[src/rtl/pbuf_ptr_pkg.sv]
package pbuf_ptr_pkg;

    localparam int REG_W       = 16;
    localparam int LANE_W      = 8;
    localparam int CTL_RCV_BIT = 15;
    localparam int CTL_AI_BIT  = 14;
    localparam int CTL_RD_BIT  = 13;
    localparam int STEP_W      = 3;

    typedef enum logic [1:0] {
        ACC_BYTE  = 2'd0,
        ACC_WORD  = 2'd1,
        ACC_DWORD = 2'd2,
        ACC_NONE  = 2'd3
    } acc_size_e;

    typedef struct packed {
        logic rcv;
        logic autoinc;
        logic rd_dir;
    } ptr_ctrl_t;

    function automatic logic [STEP_W-1:0] step_of(acc_size_e sz);
        case (sz)
            ACC_BYTE:  return 3'd1;
            ACC_WORD:  return 3'd2;
            ACC_DWORD: return 3'd4;
            default:   return 3'd0;
        endcase
    endfunction

endpackage

[src/rtl/pbuf_ptr_reg.sv]
module pbuf_ptr_reg
    import pbuf_ptr_pkg::*;
#(
    parameter int OFS_W = 11
) (
    input  logic                 clk,
    input  logic                 rst,
    input  logic                 wr_lo,
    input  logic                 wr_hi,
    input  logic [REG_W-1:0]     wr_data,
    input  logic                 acc_valid,
    input  acc_size_e            acc_size,
    output logic [OFS_W-1:0]     ofs,
    output ptr_ctrl_t            ctrl,
    output logic [REG_W-1:0]     rd_word
);

    logic [STEP_W-1:0] step;
    logic [OFS_W-1:0]  step_ext;
    logic [OFS_W-1:0]  ofs_inc;
    logic [OFS_W-1:0]  ofs_base;
    logic [OFS_W-1:0]  ofs_d;
    logic              any_wr;

    assign step     = step_of(acc_size);
    assign step_ext = {{(OFS_W-STEP_W){1'b0}}, step};
    assign ofs_inc  = ofs + step_ext;
    assign any_wr   = wr_lo | wr_hi;

    always_comb begin
        ofs_base = ofs;
        if (!any_wr && acc_valid && ctrl.autoinc) begin
            ofs_base = ofs_inc;
        end
    end

    for (genvar i = 0; i < OFS_W; i++) begin : g_bit
        if (i < LANE_W) begin : g_lo
            assign ofs_d[i] = wr_lo ? wr_data[i] : ofs_base[i];
        end else begin : g_hi
            assign ofs_d[i] = wr_hi ? wr_data[i] : ofs_base[i];
        end
    end

    always_ff @(posedge clk) begin
        if (rst) begin
            ofs  <= '0;
            ctrl <= '0;
        end else begin
            ofs <= ofs_d;
            if (wr_hi) begin
                ctrl.rcv     <= wr_data[CTL_RCV_BIT];
                ctrl.autoinc <= wr_data[CTL_AI_BIT];
                ctrl.rd_dir  <= wr_data[CTL_RD_BIT];
            end
        end
    end

    always_comb begin
        rd_word              = '0;
        rd_word[OFS_W-1:0]   = ofs;
        rd_word[CTL_RCV_BIT] = ctrl.rcv;
        rd_word[CTL_AI_BIT]  = ctrl.autoinc;
        rd_word[CTL_RD_BIT]  = ctrl.rd_dir;
    end

    logic unused_wr_bits;
    assign unused_wr_bits = ^wr_data;

    AST_AUTO_STEP: assert property (@(posedge clk) disable iff (rst)
        (acc_valid && ctrl.autoinc && !wr_lo && !wr_hi)
        |=> ((ofs - $past(ofs)) == $past(step_ext)));

    AST_NO_INC_HOLD: assert property (@(posedge clk) disable iff (rst)
        (acc_valid && !ctrl.autoinc && !wr_lo && !wr_hi) |=> $stable(ofs));

    AST_WRITE_WINS: assert property (@(posedge clk) disable iff (rst)
        (wr_lo && wr_hi) |=> (ofs == $past(wr_data[OFS_W-1:0])));

    AST_HI_LOAD: assert property (@(posedge clk) disable iff (rst)
        wr_hi |=> (rd_word[CTL_RCV_BIT:CTL_RD_BIT] == $past(wr_data[CTL_RCV_BIT:CTL_RD_BIT])));

endmodule

[src/rtl/pbuf_pnr_reg.sv]
module pbuf_pnr_reg #(
    parameter int PKT_W = 6
) (
    input  logic             clk,
    input  logic             rst,
    input  logic             wr,
    input  logic [PKT_W-1:0] wr_data,
    output logic [PKT_W-1:0] pnr_q
);

    always_ff @(posedge clk) begin
        if (rst) begin
            pnr_q <= '0;
        end else if (wr) begin
            pnr_q <= wr_data;
        end
    end

    AST_PNR_LOAD: assert property (@(posedge clk) disable iff (rst)
        wr |=> (pnr_q == $past(wr_data)));

    AST_PNR_HOLD: assert property (@(posedge clk) disable iff (rst)
        !wr |=> $stable(pnr_q));

endmodule

[src/rtl/pbuf_addr_mux.sv]
module pbuf_addr_mux
    import pbuf_ptr_pkg::*;
#(
    parameter int OFS_W = 11,
    parameter int PKT_W = 6
) (
    input  ptr_ctrl_t                ctrl,
    input  logic [OFS_W-1:0]         ofs,
    input  logic [PKT_W-1:0]         rxq_head,
    input  logic [PKT_W-1:0]         pnr_q,
    output logic [PKT_W+OFS_W-1:0]   addr,
    output logic                     rd_dir
);

    logic [PKT_W-1:0] pkt_sel;

    always_comb begin
        pkt_sel = ctrl.rcv ? rxq_head : pnr_q;
        addr    = {pkt_sel, ofs};
        rd_dir  = ctrl.rd_dir;
    end

endmodule

[src/rtl/pbuf_ptr_top.sv]
module pbuf_ptr_top
    import pbuf_ptr_pkg::*;
#(
    parameter int OFS_W = 11,
    parameter int PKT_W = 6,
    localparam int ADDR_W = PKT_W + OFS_W
) (
    input  logic              clk,
    input  logic              rst,
    input  logic              ptr_wr_lo,
    input  logic              ptr_wr_hi,
    input  logic [15:0]       ptr_wr_data,
    output logic [15:0]       ptr_rd_data,
    input  logic              pnr_wr,
    input  logic [PKT_W-1:0]  pnr_wr_data,
    input  logic [PKT_W-1:0]  rxq_head,
    input  logic              acc_valid,
    input  logic [1:0]        acc_size,
    output logic [ADDR_W-1:0] buf_addr,
    output logic              buf_rd
);

    logic [OFS_W-1:0] ofs;
    ptr_ctrl_t        ctrl;
    logic [PKT_W-1:0] pnr_q;

    pbuf_ptr_reg #(.OFS_W(OFS_W)) u_ptr (
        .clk       (clk),
        .rst       (rst),
        .wr_lo     (ptr_wr_lo),
        .wr_hi     (ptr_wr_hi),
        .wr_data   (ptr_wr_data),
        .acc_valid (acc_valid),
        .acc_size  (acc_size_e'(acc_size)),
        .ofs       (ofs),
        .ctrl      (ctrl),
        .rd_word   (ptr_rd_data)
    );

    pbuf_pnr_reg #(.PKT_W(PKT_W)) u_pnr (
        .clk     (clk),
        .rst     (rst),
        .wr      (pnr_wr),
        .wr_data (pnr_wr_data),
        .pnr_q   (pnr_q)
    );

    pbuf_addr_mux #(.OFS_W(OFS_W), .PKT_W(PKT_W)) u_mux (
        .ctrl     (ctrl),
        .ofs      (ofs),
        .rxq_head (rxq_head),
        .pnr_q    (pnr_q),
        .addr     (buf_addr),
        .rd_dir   (buf_rd)
    );

    AST_RX_SRC: assert property (@(posedge clk) disable iff (rst)
        ptr_rd_data[CTL_RCV_BIT] |-> (buf_addr[ADDR_W-1:OFS_W] == rxq_head));

    AST_TX_SRC: assert property (@(posedge clk) disable iff (rst)
        !ptr_rd_data[CTL_RCV_BIT] |-> (buf_addr[ADDR_W-1:OFS_W] == pnr_q));

    AST_ADDR_OFS: assert property (@(posedge clk) disable iff (rst)
        buf_addr[OFS_W-1:0] == ptr_rd_data[OFS_W-1:0]);

endmodule

[config.mk]
export PLATFORM = sky130hd
export DESIGN_NAME = pbuf_ptr_top
export DESIGN_NICKNAME = d
export VERILOG_FILES = /design/src/rtl/pbuf_ptr_pkg.sv /design/src/rtl/pbuf_ptr_reg.sv /design/src/rtl/pbuf_pnr_reg.sv /design/src/rtl/pbuf_addr_mux.sv /design/src/rtl/pbuf_ptr_top.sv
export SDC_FILE = /design/constraint.sdc
export NUM_CORES = 1
export LEC_CHECK = 0
export BUFFER_PORTS_ARGS = -buffer_cell sky130_fd_sc_hd__buf_2
export CORE_MARGIN = 4
export CORE_UTILIZATION = 39
export CTS_BUF_LIST = sky130_fd_sc_hd__clkbuf_16
export DETAILED_ROUTE_END_ITERATION = 10
export PLACE_DENSITY = 0.81
export RECOVER_POWER = 50
export SLEW_MARGIN = 5
export SYNTH_ARGS = -nofsm -noshare
export SYNTH_HDL_FRONTEND = slang
export SYNTH_SLANG_ARGS = --single-unit
[constraint.sdc]
create_clock -name clk -period 2.85 [get_ports clk]
set_input_delay 0.57 -clock clk [delete_from_list [all_inputs] [get_ports clk]]
set_output_delay 0.57 -clock clk [all_outputs]
set_load 0.02 [all_outputs]
---- Yosys cells after proc, flatten, opt, wreduce, memory -nomap -nowiden ----
Index checks and enable logic that the tools add are counted.
storage, ports and cells
  output and inout port bits .............. 34
  word-level logic and storage cells ...... 30
  input bits .............................. 36
  register bits after elaboration ......... 20
cells by class
  reductions and logical operators ........ 6
  eq/ne operators ......................... 2
  add/subtract/negate cells ............... 1
  bitwise gates (word level) .............. 1
  muxes and demuxes ....................... 14
operators by type and width
  cell                                                                   number
  11-bit by 3-bit adder with 11-bit output                               1
  1-bit two-way mux                                                      11
  11-bit two-way mux                                                     1
  3-bit case mux with 3 select lines                                     1
  6-bit two-way mux                                                      1
  2-bit nonzero test                                                     2
  2-bit by 1-bit equality test with 1-bit output, second input constant  1
  2-bit equality test, second input constant                             1
  1-bit logical AND                                                      2
  2-bit zero test                                                        1
  1-bit zero test                                                        1
  1-bit bitwise OR                                                       1

---- Logic depth before layout (Yosys ltp) ----
  depth in word-level cells ............... 6
  depth in mapped cells ................... 7
  gate-level depth less buffers ........... 7

---- Modules after synthesis ----
Synthesis repeated with hierarchy kept, for this count alone.
second synthesis, totals
  cell total of the unflattened synthesis .. 153
  area total of the unflattened synthesis .. 1,377.6 µm²
by module, submodules not included
  module         times used  area an instance (µm²)  seq. area each (µm²)  cells an instance
  pbuf_ptr_reg   1           972.2                   280.3                 115
  pbuf_pnr_reg   1           214.0                   120.1                 19
  pbuf_addr_mux  1           191.4                   0.0                   19

---- Least setup slack after synthesis ----
OpenSTA, ideal clock, no wires.
  path type ............................... input to register
  from .................................... in acc_size[1]
  to ...................................... reg u_ptr.ofs[4]
  slack ................................... 0.895 ns
  data arrival time ....................... 1.840 ns
  path buffers ............................ 0
  stages .................................. 7
  setup time .............................. 0.115 ns
  required time ........................... 2.735 ns
  cell sequence ........................... nor2_1 > ha_1 > fa_1 > a21oi_2 > nor3b_1 > xor2_1 > o21a_1
between the ends
  longest elaborated chain between the ends .. 5
  elaborated cells on any way between the ends .. 7
  classes of those cells .................. 1 x add/sub; 2 x eq/ne; 3 x mux; 1 x reduce/logical
RTL lines
  item                                               RTL line            source
  start: declaration                                 pbuf_ptr_top.sv:18  input logic [1:0] acc_size,
  2-bit equality test, or another cell as far along  pbuf_ptr_pkg.sv:24  case (sz)
  3-bit case mux with 3 select lines *               pbuf_ptr_pkg.sv:24
  11-bit by 3-bit adder with 11-bit output *         pbuf_ptr_reg.sv:27  assign ofs_inc = ofs + step_ext;
  11-bit two-way mux *                               pbuf_ptr_reg.sv:32  if (!any_wr && acc_valid && ctrl.autoinc) begin
  1-bit two-way mux *                                pbuf_ptr_reg.sv:39  assign ofs_d[i] = wr_lo ? wr_data[i] : ofs_base[i];
  end signal: assignment                             pbuf_ptr_reg.sv:50  ofs <= ofs_d;
  end: declaration                                   pbuf_ptr_reg.sv:13  output logic [OFS_W-1:0] ofs,
Every way passes the cells marked *; elsewhere a longest branch is shown, timed or not. The select of a mux whose other input is x is not followed.
A chain may end at the register's enable or synchronous reset.

---- Final worst setup path ----
  from .................................... in acc_size[1]
  to ...................................... reg u_ptr.ofs[10]
between the ends
  longest elaborated chain between the ends .. 5
  elaborated cells on any way between the ends .. 7
  classes of those cells .................. 1 x add/sub; 2 x eq/ne; 3 x mux; 1 x reduce/logical
RTL lines
  item                                               RTL line            source
  2-bit equality test, or another cell as far along  pbuf_ptr_pkg.sv:24
  3-bit case mux with 3 select lines *               pbuf_ptr_pkg.sv:24
  11-bit by 3-bit adder with 11-bit output *         pbuf_ptr_reg.sv:27
  11-bit two-way mux *                               pbuf_ptr_reg.sv:32
  1-bit two-way mux *                                pbuf_ptr_reg.sv:41  assign ofs_d[i] = wr_hi ? wr_data[i] : ofs_base[i];
Marks and branches as above.

==> qor.txt <==
total track usage - 13.0%
crit end category - register
Crit-path slowest cell - fa_1
Vias/cell - 4.63
startpoint types - input pin
drt first pass iters - 4
cells on worst reg2reg path - 6
Yosys top cell area share - 31.3%
Flop pwr share - 36.9%
chip height - 65.3 um
Routed WL - 2720 um
Crit Path Max Fanout - 4
cts bufs inserted - 3
Slew Viols, Final - 0
total die area - 0.00426 mm2
post-synth cell types - 34
Diodes inserted - 0
fin crit share - 68.7%
RePlAce Congestion - 0.721
TritonCTS clock tree - done
worst flop-to-flop path endpoint - u_ptr.ofs[10]
VDD IR max - 0.391 mV
crit-path max cell delay - 0.43 ns
initial antenna violation count - 0
mapped cell area - 0.00128 mm2
ys flop type - dfxtp_1
CTS Sinks - 20
net switching fraction of the power - 24.9%
most frequent cell after synthesis - dfxtp_1
yosys warns - 0
status - complete, no violations
Crit path depth - 8
first-pass GRT wire length - 4410 um
layout cells sized above 1 - 35.7%
clk slew on worst S/H paths - 0.06 ns
final hold vios - 0
dominant cell type by area after synthesis - dfxtp_1
Hold Path Class - reg -> reg
endpoints failing setup - 0
worst skew pair latency - 0.25 ns
Worst-Margin Slew - 0.898 ns
synth top area cells - dfxtp_1, mux2i_1, buf_4
# Max-Cap Violations - 0
Detail Route Antenna Nets - 0
r2r startpoint - u_ptr.ofs[0]
Final #Nets - 226
Clock power frac - 44.2%
critical path buffer and inverter count - 1
Worst Setup SP - acc_size[1]
Leak - 0.824 nW
relative slew slack - 40.1%
First DRT Iteration DRCs - 31
CTS Root Cell - clkbuf_16
Rows - 20
input/output buffers - 65
Comb power frac - 18.9%
class of the most critical setup path - in -> reg
largest net degree at the start of global routing - 22
sequential share of the synthesized area - 31.3%
critical-path cell list - buf_2 > nor2_1 > ha_1 > fa_1 > a21oi_2 > nor4b_1 > xor2_1 > o2bb2ai_1
RSZ-0062 raised after global routing - no
crit path to - u_ptr.ofs[10]
Initial Util - 41.2%
setup TNS - 0 ns
Post-synth EDFFs - 0
most frequent cells after synthesis - dfxtp_1, buf_4, mux2i_1, nor2_1
Die Wd - 65.3 um
core area - 0.00310 mm2
hpwl dp - 2140 um
Via Count - 1060
WP data arrival - 2.06 ns
delay-heaviest family, CP - adder cells
asr flop ratio synth - 0%
mean post-synth cell area - 9.40 um2
Total Power - 0.000858 W
htree depth - 1
CTS Hold Bufs - 0
final setup skew - 0.000920 ns
CP required - 2.95 ns
Sw Pwr - 0.000214 W
#FFs+latches synth - 20
# DRC - 0
WL per Instance - 11.9 um
Longest Clk Path Bufs - 2
FMAX - 511 MHz
Synth Instances - 136
Post-CTS Resized - 0
Internal - 0.000645 W
Tmin final - 1.96 ns
Area Overhead vs Synth - 25.6%
reg2reg setup slack - 0.99 ns
setup repair bufs after CTS - 0
vias in the first global route - 1040
final global-route overflow total - 0
pwr dens - 534 mW/mm2
I/O pins - 70
## worst register-to-register path: stages (launching register included)
cell	delay [ns]
dfxtp_1	0.33
ha_1	0.23
fa_1	0.43
a21oi_2	0.31
nor4b_1	0.13
xor2_1	0.16
o2bb2ai_1	0.14
## power groups by stage
stage / clock network [W] / logic (W) / registers [W]
after floorplan: 0 / 0.000113 / 0.000333
after global placement: 0 / 0.000164 / 0.000322
after detailed placement: 0 / 0.000168 / 0.000323
after CTS: 0.000389 / 0.000168 / 0.000317
after global routing: 0.000399 / 0.000178 / 0.000321
final: 0.000379 / 0.000162 / 0.000317
## worst min-delay path by stage
| stage | from | end | slack, ns | depth (start not counted) |
|---|---|---|---|---|
| floorplan | u_pnr.pnr_q[0] | u_pnr.pnr_q[0] | 0.46 | 2 |
| global placement | u_pnr.pnr_q[2] | u_pnr.pnr_q[2] | 0.48 | 2 |
| detailed placement | u_pnr.pnr_q[5] | u_pnr.pnr_q[5] | 0.49 | 2 |
| CTS | u_pnr.pnr_q[0] | u_pnr.pnr_q[0] | 0.51 | 2 |
| global route | u_pnr.pnr_q[0] | u_pnr.pnr_q[0] | 0.53 | 2 |
| finish | u_pnr.pnr_q[4] | u_pnr.pnr_q[4] | 0.50 | 2 |
## layer usage
metal | vias up | share of wire [%] | global-route usage (%)
li1 | 550 | - | -
met1 | 455 | 42 | 14.8
met2 | 53 | 47 | 23.4
met3 | 2 | 9.8 | 4.27
met4 | 0 | 0.52 | 2.85
met5 | - | 0 | 0
## sequential cells by signal, indices dropped and copies added, names as in the netlist
signal,count
u_ptr.ofs,11
u_pnr.pnr_q,6
u_ptr.ctrl,3
## cells in the final DEF, fill, tap and decap left out, drive strengths merged, types with 3 or more instances in the layout
cell type / synthesis / final
buf: 15 / 47
clkbuf: 6 / 21
dfxtp: 20 / 20
nor2: 12 / 12
mux2i: 12 / 12
a21oi: 9 / 9
mux2: 8 / 8
xor2: 8 / 8
inv: 6 / 6
nand2: 5 / 5
o21a: 5 / 5
nor2b: 3 / 3
ha: 3 / 3
## stage by stage
step | instances | worst slack, ns | hold WS, ns | cell area [um2] | utilization [%]
after detailed placement | 225 | 0.671 | 0.486 | 1520 | 49.1
after CTS | 229 | 0.892 | 0.506 | 1630 | 52.5
after global placement | 225 | 0.681 | 0.477 | 1520 | 49.1
final | 229 | 0.892 | 0.501 | 1610 | 51.8
after floorplan | 137 | 0.895 | 0.456 | 1280 | -
after global routing | 229 | 0.802 | 0.532 | 1610 | 51.8
## logic make-up after synthesis
group	share of synthesized area, %
compound gates	11.6
other cells	0.293
fa+ha+maj	4.50
flops	31.3
buf+inv	12.6
xor+xnor	5.48
mux	16.4
simple gates	17.7
## cell type report
type	instances	area [um2]
fill	342	1500
tap	44	55.1
clock inverter	1	30.0
sequential	20	400
inverter	6	22.5
timing repair buffer	65	303
clock buffer	3	75.1
multi-input combinational	90	721
(Power assumes the default switching activity.)
